## src/rtl/sgm_pkg.sv

```systemverilog
package sgm_pkg;

    typedef enum logic {
        ST_IDLE = 1'b0,
        ST_ROW  = 1'b1
    } row_state_e;

endpackage

```

## src/rtl/sgm_lane_mul.sv

```systemverilog
module sgm_lane_mul #(
    parameter int DW    = 16,
    parameter int FRAC  = 8,
    parameter int LANES = 4
) (
    input  logic                  clk,
    input  logic                  rst_n,
    input  logic                  in_valid,
    input  logic [LANES*DW-1:0]   wt,
    input  logic [LANES*DW-1:0]   dat,
    output logic [LANES*DW-1:0]   prod_q
);

    localparam int PW = 2 * DW;

    for (genvar l = 0; l < LANES; l++) begin : g_lane
        logic signed [PW-1:0] full;
        logic signed [PW-1:0] shr;
        logic        [DW-1:0] clip;
        logic        [DW-1:0] lane_q;

        always_comb begin
            full = $signed(wt[l*DW +: DW]) * $signed(dat[l*DW +: DW]);
            shr  = full >>> FRAC;
            if ((&shr[PW-1:DW-1]) || !(|shr[PW-1:DW-1])) begin
                clip = shr[DW-1:0];
            end else if (shr[PW-1]) begin
                clip = {1'b1, {(DW-1){1'b0}}};
            end else begin
                clip = {1'b0, {(DW-1){1'b1}}};
            end
        end

        always_ff @(posedge clk) begin
            if (!rst_n) begin
                lane_q <= '0;
            end else if (in_valid) begin
                lane_q <= clip;
            end
        end

        assign prod_q[l*DW +: DW] = lane_q;

        AST_ZERO_WEIGHT: assert property (@(posedge clk) disable iff (!rst_n)
            (in_valid && (wt[l*DW +: DW] == '0)) |=> (prod_q[l*DW +: DW] == '0));
    end

endmodule

```

## src/rtl/sgm_sum_tree.sv

```systemverilog
module sgm_sum_tree #(
    parameter int DW = 16,
    parameter int N  = 6
) (
    input  logic [N*DW-1:0] terms,
    output logic [DW-1:0]   total
);

    localparam int LEVELS = $clog2(N) + 1;

    function automatic logic [DW-1:0] sat3(input logic [DW-1:0] a,
                                           input logic [DW-1:0] b,
                                           input logic [DW-1:0] c);
        logic [DW+1:0] s;
        s = {{2{a[DW-1]}}, a} + {{2{b[DW-1]}}, b} + {{2{c[DW-1]}}, c};
        if ((&s[DW+1:DW-1]) || !(|s[DW+1:DW-1])) begin
            return s[DW-1:0];
        end else if (s[DW+1]) begin
            return {1'b1, {(DW-1){1'b0}}};
        end else begin
            return {1'b0, {(DW-1){1'b1}}};
        end
    endfunction

    logic [DW-1:0] node [N];
    logic [DW-1:0] op_b;
    logic [DW-1:0] op_c;
    int            cnt;

    always_comb begin
        for (int i = 0; i < N; i++) begin
            node[i] = terms[i*DW +: DW];
        end
        cnt  = N;
        op_b = '0;
        op_c = '0;
        for (int lv = 0; lv < LEVELS; lv++) begin
            if (cnt > 1) begin
                for (int j = 0; j < N; j++) begin
                    if (j < (cnt + 2) / 3) begin
                        op_b = ((3*j + 1) < cnt) ? node[3*j + 1] : '0;
                        op_c = ((3*j + 2) < cnt) ? node[3*j + 2] : '0;
                        node[j] = sat3(node[3*j], op_b, op_c);
                    end
                end
                cnt = (cnt + 2) / 3;
            end
        end
        total = node[0];
    end

endmodule

```

## src/rtl/sgm_row_ctrl.sv

```systemverilog
module sgm_row_ctrl
    import sgm_pkg::*;
(
    input  logic clk,
    input  logic rst_n,
    input  logic beat_valid,
    input  logic beat_last,
    output logic first_beat
);

    row_state_e st;
    row_state_e st_nxt;

    always_comb begin
        st_nxt = st;
        unique case (st)
            ST_IDLE: if (beat_valid && !beat_last) st_nxt = ST_ROW;
            ST_ROW:  if (beat_valid && beat_last)  st_nxt = ST_IDLE;
            default: st_nxt = ST_IDLE;
        endcase
    end

    always_ff @(posedge clk) begin
        if (!rst_n) begin
            st <= ST_IDLE;
        end else begin
            st <= st_nxt;
        end
    end

    always_comb begin
        first_beat = beat_valid && (st == ST_IDLE);
    end

    AST_ROW_CLOSE: assert property (@(posedge clk) disable iff (!rst_n)
        (beat_valid && beat_last) |=> (st == ST_IDLE));
    AST_ROW_OPEN: assert property (@(posedge clk) disable iff (!rst_n)
        (beat_valid && !beat_last) |=> (st == ST_ROW));

endmodule

```

## src/rtl/sparse_gate_mac.sv

```systemverilog
module sparse_gate_mac #(
    parameter int DW          = 16,
    parameter int FRAC        = 8,
    parameter int LANES_BIG   = 4,
    parameter int LANES_SMALL = 2
) (
    input  logic                      clk,
    input  logic                      rst_n,
    input  logic                      beat_valid,
    input  logic                      beat_last,
    input  logic                      route_swap,
    input  logic [LANES_BIG*DW-1:0]   xw_lanes,
    input  logic [LANES_BIG*DW-1:0]   xd_lanes,
    input  logic [LANES_BIG*DW-1:0]   hw_lanes,
    input  logic [LANES_BIG*DW-1:0]   hd_lanes,
    input  logic [DW-1:0]             bias,
    output logic                      out_valid,
    output logic [DW-1:0]             result
);

    localparam int TOT_LANES = LANES_BIG + LANES_SMALL;
    localparam int BIG_W     = LANES_BIG * DW;
    localparam int SMALL_W   = LANES_SMALL * DW;

    function automatic logic [DW-1:0] sat2(input logic [DW-1:0] a,
                                           input logic [DW-1:0] b);
        logic [DW:0] s;
        s = {a[DW-1], a} + {b[DW-1], b};
        if (s[DW] == s[DW-1]) begin
            return s[DW-1:0];
        end else if (s[DW]) begin
            return {1'b1, {(DW-1){1'b0}}};
        end else begin
            return {1'b0, {(DW-1){1'b1}}};
        end
    endfunction

    // route selector
    logic [BIG_W-1:0]   big_w, big_d;
    logic [SMALL_W-1:0] small_w, small_d;

    always_comb begin
        if (route_swap) begin
            big_w   = hw_lanes;
            big_d   = hd_lanes;
            small_w = xw_lanes[SMALL_W-1:0];
            small_d = xd_lanes[SMALL_W-1:0];
        end else begin
            big_w   = xw_lanes;
            big_d   = xd_lanes;
            small_w = hw_lanes[SMALL_W-1:0];
            small_d = hd_lanes[SMALL_W-1:0];
        end
    end

    logic first_beat;

    sgm_row_ctrl u_ctrl (
        .clk        (clk),
        .rst_n      (rst_n),
        .beat_valid (beat_valid),
        .beat_last  (beat_last),
        .first_beat (first_beat)
    );

    logic [BIG_W-1:0]   big_prod;
    logic [SMALL_W-1:0] small_prod;

    sgm_lane_mul #(.DW(DW), .FRAC(FRAC), .LANES(LANES_BIG)) u_big (
        .clk      (clk),
        .rst_n    (rst_n),
        .in_valid (beat_valid),
        .wt       (big_w),
        .dat      (big_d),
        .prod_q   (big_prod)
    );

    sgm_lane_mul #(.DW(DW), .FRAC(FRAC), .LANES(LANES_SMALL)) u_small (
        .clk      (clk),
        .rst_n    (rst_n),
        .in_valid (beat_valid),
        .wt       (small_w),
        .dat      (small_d),
        .prod_q   (small_prod)
    );

    // stage 1 side band
    logic          s1_valid, s1_last, s1_first;
    logic [DW-1:0] s1_bias;

    always_ff @(posedge clk) begin
        if (!rst_n) begin
            s1_valid <= 1'b0;
            s1_last  <= 1'b0;
            s1_first <= 1'b0;
            s1_bias  <= '0;
        end else begin
            s1_valid <= beat_valid;
            s1_last  <= beat_last;
            s1_first <= first_beat;
            s1_bias  <= bias;
        end
    end

    // adder tree: wide lanes low, narrow lanes high
    logic [TOT_LANES*DW-1:0] joined;
    logic [DW-1:0]           tree_sum;
    logic                    prods_nonneg;

    assign joined = {small_prod, big_prod};

    always_comb begin
        prods_nonneg = 1'b1;
        for (int k = 0; k < TOT_LANES; k++) begin
            if (joined[k*DW + DW - 1]) prods_nonneg = 1'b0;
        end
    end

    sgm_sum_tree #(.DW(DW), .N(TOT_LANES)) u_tree (
        .terms (joined),
        .total (tree_sum)
    );

    // stage 2
    logic          s2_valid, s2_last, s2_first;
    logic [DW-1:0] s2_bias, tree_q;

    always_ff @(posedge clk) begin
        if (!rst_n) begin
            s2_valid <= 1'b0;
            s2_last  <= 1'b0;
            s2_first <= 1'b0;
            s2_bias  <= '0;
            tree_q   <= '0;
        end else begin
            s2_valid <= s1_valid;
            s2_last  <= s1_last;
            s2_first <= s1_first;
            s2_bias  <= s1_bias;
            if (s1_valid) tree_q <= tree_sum;
        end
    end

    AST_TREE_NONNEG: assert property (@(posedge clk) disable iff (!rst_n)
        (s1_valid && prods_nonneg) |=> !tree_q[DW-1]);

    // stage 3: accumulator
    logic          s3_fin;
    logic [DW-1:0] s3_bias, acc;

    always_ff @(posedge clk) begin
        if (!rst_n) begin
            acc     <= '0;
            s3_fin  <= 1'b0;
            s3_bias <= '0;
        end else begin
            s3_fin  <= s2_valid && s2_last;
            s3_bias <= s2_bias;
            if (s2_valid) begin
                acc <= s2_first ? tree_q : sat2(acc, tree_q);
            end
        end
    end

    // stage 4: bias add
    always_ff @(posedge clk) begin
        if (!rst_n) begin
            out_valid <= 1'b0;
            result    <= '0;
        end else begin
            out_valid <= s3_fin;
            if (s3_fin) result <= sat2(acc, s3_bias);
        end
    end

    AST_VALID_LATENCY: assert property (@(posedge clk) disable iff (!rst_n)
        out_valid |-> $past(beat_valid && beat_last, 4));
    AST_RESULT_HELD: assert property (@(posedge clk) disable iff (!rst_n)
        !out_valid |-> $stable(result));

endmodule

```

## config.mk

```make
export PLATFORM = sky130hd
export DESIGN_NAME = sparse_gate_mac
export DESIGN_NICKNAME = d
export VERILOG_FILES = /design/src/rtl/sgm_pkg.sv /design/src/rtl/sgm_lane_mul.sv /design/src/rtl/sgm_sum_tree.sv /design/src/rtl/sgm_row_ctrl.sv /design/src/rtl/sparse_gate_mac.sv
export SDC_FILE = /design/constraint.sdc
export NUM_CORES = 2
export LEC_CHECK = 0
export ABC_AREA = 0
export BUFFER_PORTS_ARGS = -buffer_cell sky130_fd_sc_hd__buf_2
export CAP_MARGIN = 20
export CORE_AREA = 5 5 327 409
export CTS_BUF_LIST = sky130_fd_sc_hd__clkbuf_4 sky130_fd_sc_hd__clkbuf_8
export DETAILED_ROUTE_END_ITERATION = 6
export DIE_AREA = 0 0 332 414
export GPL_ROUTABILITY_DRIVEN = 0
export PLACE_DENSITY = 0.76
export SLEW_MARGIN = 0
export SYNTH_ARGS = -nofsm -noshare
export SYNTH_HDL_FRONTEND = slang
export SYNTH_SLANG_ARGS = --single-unit
```

## constraint.sdc

```tcl
create_clock -name clk -period 13.6 [get_ports clk]
set_clock_uncertainty 0.2 [all_clocks]
set_input_delay 2.04 -clock clk [delete_from_list [all_inputs] [get_ports clk]]
set_output_delay 2.04 -clock clk [all_outputs]
set_load 0.005 [all_outputs]
```

# After elaboration in Yosys (flattened, before gate mapping)
# Index checks and enable logic that the tools add are counted.
# classes
add_sub_neg	7
mul	6
eq_ne	2
mux	30
bitwise	1
n_reduce_logical	41
# op_table
cell	n
two-way mux 16 bit	23
multiplier 16 x 16 -> 32 bit	6
two-way mux 64 bit	2
adder 16 x 16 -> 17 bit	5
two-way mux 32 bit	2
AND reduction 9 bit	6
OR reduction 9 bit	6
adder 18 bit	2
zero test 1 bit	10
logical OR 1 bit	9
AND reduction 3 bit	3
OR reduction 3 bit	3
logical AND 1 bit	4
equality test 1 bit	2
two-way mux 1 bit	2
case mux 1 bit (2 select lines)	1
NOT 1 bit	1
# totals
ff_bits	201
out_inout_bits	17
elab_cells	108

# Logic depth before layout (Yosys ltp)
# logic_depth
word_depth	11
ltp_mapped	39

# Cells and area by module
# Synthesis repeated with hierarchy kept, for this count alone.
# unflattened
cells_unflattened	8223
hier_area_um2	73804.5
# modules_own_cells
module	n_inst	cells_each	area_per_inst_um2
sgm_lane_mul at u_big	1	4596	41394.7
sgm_lane_mul at u_small	1	2339	21141.5
sparse_gate_mac	1	788	7467.2
sgm_sum_tree	1	496	3758.6
sgm_row_ctrl	1	4	42.5

# Least setup slack after synthesis
# No wires, ideal clock.
# synth_path
kind	in2reg
startpoint	input port route_swap
endpoint	register u_small.g_lane[0].lane_q[12]
setup_time_ps	66
arrival_time_ps	10182
required_time_ps	13334
setup_slack_ps	3152
cell_stages	31
cell_sequence	buf_4 buf_6 buf_6 buf_2 clkbuf_1 buf_1 mux2i_1 nor2_1 fa_1 inv_1 fa_1 inv_1 fa_1 fa_1 fa_1 inv_1 fa_1 inv_1 ha_1 a2111oi_0 o31ai_1 o21a_1 nor3_1 nand3_1 and3_1 a2111oi_0 nand4_1 o41ai_4 buf_6 nand2_1 a21oi_2
# synth_between
elab_chain_cells	6
word_cells_on_any_way	9
cone_classes	mul (1); mux (4); reduce/logical (4)
# synth_rtl
element	line_no	rtl
start, declared	sparse_gate_mac.sv:11	input logic route_swap,
two-way mux 32 bit	sparse_gate_mac.sv:43	if (route_swap) begin
multiplier 16 x 16 -> 32 bit (*)	sgm_lane_mul.sv:23	full = $signed(wt[l*DW +: DW]) * $signed(dat[l*DW +: DW]);
OR reduction 9 bit	sgm_lane_mul.sv:25	if ((&shr[PW-1:DW-1]) || !(|shr[PW-1:DW-1])) begin
zero test 1 bit	sgm_lane_mul.sv:25	
logical OR 1 bit	sgm_lane_mul.sv:25	
two-way mux 16 bit (*)	sgm_lane_mul.sv:25	
end signal, assigned	sgm_lane_mul.sv:38	lane_q <= clip;
end, declared	sgm_lane_mul.sv:20	logic [DW-1:0] lane_q;
# Mark *: on every way between the ends. The rest lies on a longest branch, timed or not.
# A chain may end at the register's enable or synchronous reset.

# Worst setup path after layout
# layout_path
startpoint	input port route_swap
endpoint	register u_small.g_lane[0].lane_q[1]
# Same word-level chain as after synthesis.

==> summary.md <==
| Metric | Value |
|---|---|
| Number of global-route vias before repair | 61740 |
| Initial antenna violation count | 14 |
| Post-detail-place hpwl | around 180 mm |
| DR pass1 iterations | 7 |
| Slowest-stage cell, CP | o41ai_4 |
| Number of synthesized flops with an enable pin | 0 |
| Worst Hold Class | register to register |
| Longest Clk Path Bufs | 3 |
| RSZ-0062 raised after global routing | false |
| Worst slack, placed | 2.281 ns |
| Fin. Hold Viols | 0 |
| Initial Util | 0.5562 |
| Ratio of cells with drive above 1 in the final layout | 0.08898 |
| Final Max Tran Viols | 0 |
| Residual DRC | 0 |
| GRT overflow | 0 |
| Synth cell types | 102 |
| H-tree depth | 2 |
| Bufs and invs on worst path | 6 |
| Post-route minimum period | ~11 ns |
| Footprint of the multi-input gates | between 60000 and 70000 sq um |
| Most common cell after layout, fill and taps aside | inv_1 |
| Slew HR | 0.1900 |
| Tot GR Track Use | 0.2997 |
| IO Port Bufs | between 200 and 300 |
| Main flop type after synthesis | dfxtp_1 |
| Antenna viol nets, final | 0 |
| Synthesis-to-finish area growth | 6.269% |
| CP endpoint kind | register |
| Max-Cap Viols | 0 |
| CTS Sinks | ~200 |
| CP startpoint kind | input pin |
| CTS tree | done |
| Die Wd | between 300 and 400 um |
| Synth top area share | 0.4374 |
| Pin count of the biggest net entering global routing | about 120 |
| First-pass GRT wire length | approximately 330 mm |
| Core ar. | around 130000 sq um |
| Die ar. | 137400 sq um |
| Clk pin slew, worst setup/hold paths | ~0.06 ns |
| Max incr delay on CP | around 0.86 ns |
| Register area share after synthesis | 0.05590 |
| Yosys top cell by area | fa_1 |
| Worst skew pair latency | between 0.5 and 0.6 ns |
| Final nets | between 10000 and 15000 |
| Share of the cycle needed by the critical path after routing | 0.8022 |
| Clk root buf | clkbuf_8 |
| Setup ws final | about 2.7 ns |
| Setup Fix Bufs, Post-CTS | 0 |
| Most numerous cell on the critical path | fa_1 |
| Setup TNS | 0 ns |
| Area contributors post-synth | fa_1, ha_1, inv_1, dfxtp_1, nor2_1 |
| Most frequent cells in the layout | inv_1, fa_1, nor2_1 |
| Critical path data arrival time | approximately 11 ns |
| Flip-flop and latch area | 4024 sq um |
| Die height | 414 um |
| Fill count | between 10000 and 15000 |
| Synthesized area | 71990 sq um |
| # rows | between 100 and 150 |
| Fraction of registers with async set/reset | 0 |
| CTS Hold Bufs | 0 |
| Vias | about 58000 |
| Max FO, Critical Path | 55 |
| Wire length per cell | 20.48 um |
| Post_cts resized | 0 |
| Final wirelength | between 200 and 250 mm |
| Final setup violation count | 0 |
| Fmax | between 0.09 and 0.1 GHz |
| Vias per cell | ~5.7 |
| Synthesized area per cell | 8.912 sq um |
| Number of buffers created by CTS | 34 |
| Status | completed |
| Crit Path Class | input pin to register |
| Cell family with most CP delay | adder cells |
| Critical path required time | approximately 14 ns |
| Syn nets | about 11000 |
| YS warnings | 0 |
| Io pins | 294 |
| Syn Inst Count | approximately 8100 |
| Worst-Margin Slew | around 1.2 ns |
| Number of synthesized register bits | 201 |
| DRT iter0 DRCs | 4247 |
-- layer usage --
metal | global-route usage | wire [um] | vias to the layer above
met5 | 0 | 36 | -
met4 | 0.1878 | 16550 | 6
met3 | 0.06824 | 18360 | 884
met2 | 0.5034 | 98680 | 2946
met1 | 0.3485 | 72680 | 28390
li1 | - | - | 25330
-- synth_stat cells, types with 13 or more instances --
cell type,n
ha_1,588
o21ai_0,167
mux2_2,163
clkbuf_1,166
and2_1,80
mux2i_1,178
nor2_1,889
a21o_1,78
a31oi_1,21
nand2b_1,61
inv_1,1811
nand4_1,22
nand3b_1,13
o211ai_1,20
nor3_1,45
and3_1,20
a221o_1,31
o21bai_1,17
nand3_1,63
nand2_1,885
nor2b_1,42
xor2_1,71
or3_1,20
o21ai_1,20
dfxtp_1,201
o22ai_1,21
xnor2_1,191
fa_1,1573
a211oi_1,30
maj3_1,27
a21oi_1,222
a21boi_0,15
or2_2,44
o21a_1,43
-- through the flow --
stage               utilization  hold slack [ns]  instance area (sq um)  cells
floorplan                     -           0.1935                  71990   8078
finish                   0.5910           0.2187                  76500  10080
detailed placement       0.5841           0.2131                  75610   9997
CTS                      0.5904           0.2212                  76420  10060
global route             0.5910           0.2453                  76490  10070
global placement         0.5832           0.2059                  75490   9983
-- worst paths after layout --
| kind | from | endpoint | slack (ns) | cells after the start |
|---|---|---|---|---|
| max reg2reg | u_small.g_lane[0].lane_q[0] | tree_q[0] | 5.09 | 37 |
| max | route_swap | u_small.g_lane[0].lane_q[1] | 2.69 | 26 |
| min | register | s1_first | 0.22 | 1 |
| min reg2reg | register | s1_first | 0.22 | 1 |
-- cell families (layout without fill, tap and decap cells) --
kind of cell               Yosys count  count (layout)  share of synthesized area
other                                0              12                          0
buffers and inverters             2005            2266                     0.1054
DFF                                201             201                    0.05590
adders and majority gates         2188            2188                     0.5434
xor gates and xnor gates           263             263                    0.03226
AOI/OAI and AO/OA                  839             839                    0.07969
muxes                              341             341                    0.05025
and+or+nand+nor                   2241            2241                     0.1331
-- layout make-up --
| type | instances | area share |
|---|---|---|
| antenna | 12 | 0.0003925 |
| clock buffer | 47 | 0.007883 |
| clock inverter | 13 | 0.002764 |
| inverter | 1813 | 0.08896 |
| multi-input combinational | 5872 | 0.7896 |
| sequential | 201 | 0.05260 |
| tap | 1725 | 0.02821 |
| timing repair buffer | 393 | 0.02957 |
-- flip-flops by register name, indices dropped and copies added (netlist names), named ones only --
| name | cells |
|---|---|
| acc | 16 |
| out_valid | 1 |
| result | 16 |
| s1_bias | 16 |
| s1_first | 1 |
| s1_last | 1 |
| s1_valid | 1 |
| s2_bias | 16 |
| s2_first | 1 |
| s2_last | 1 |
| s2_valid | 1 |
| s3_bias | 16 |
| s3_fin | 1 |
| tree_q | 16 |
| u_big.g_lane.lane_q | 64 |
| u_small.g_lane.lane_q | 32 |
-- worst reg2reg max path, delay by kind of cell (launching register included) --
kind,cells,cell delay (ns)
AOI/OAI and AO/OA,21,3.83
xor gates and xnor gates,3,1.22
adders and majority gates,5,1.56
buffers and inverters,2,0.30
DFF,1,0.42
and+or+nand+nor,6,0.83
Power is left out: the tool's default activity adds up to more than one toggle a clock period on the data nets, which glitch-free logic cannot reach.
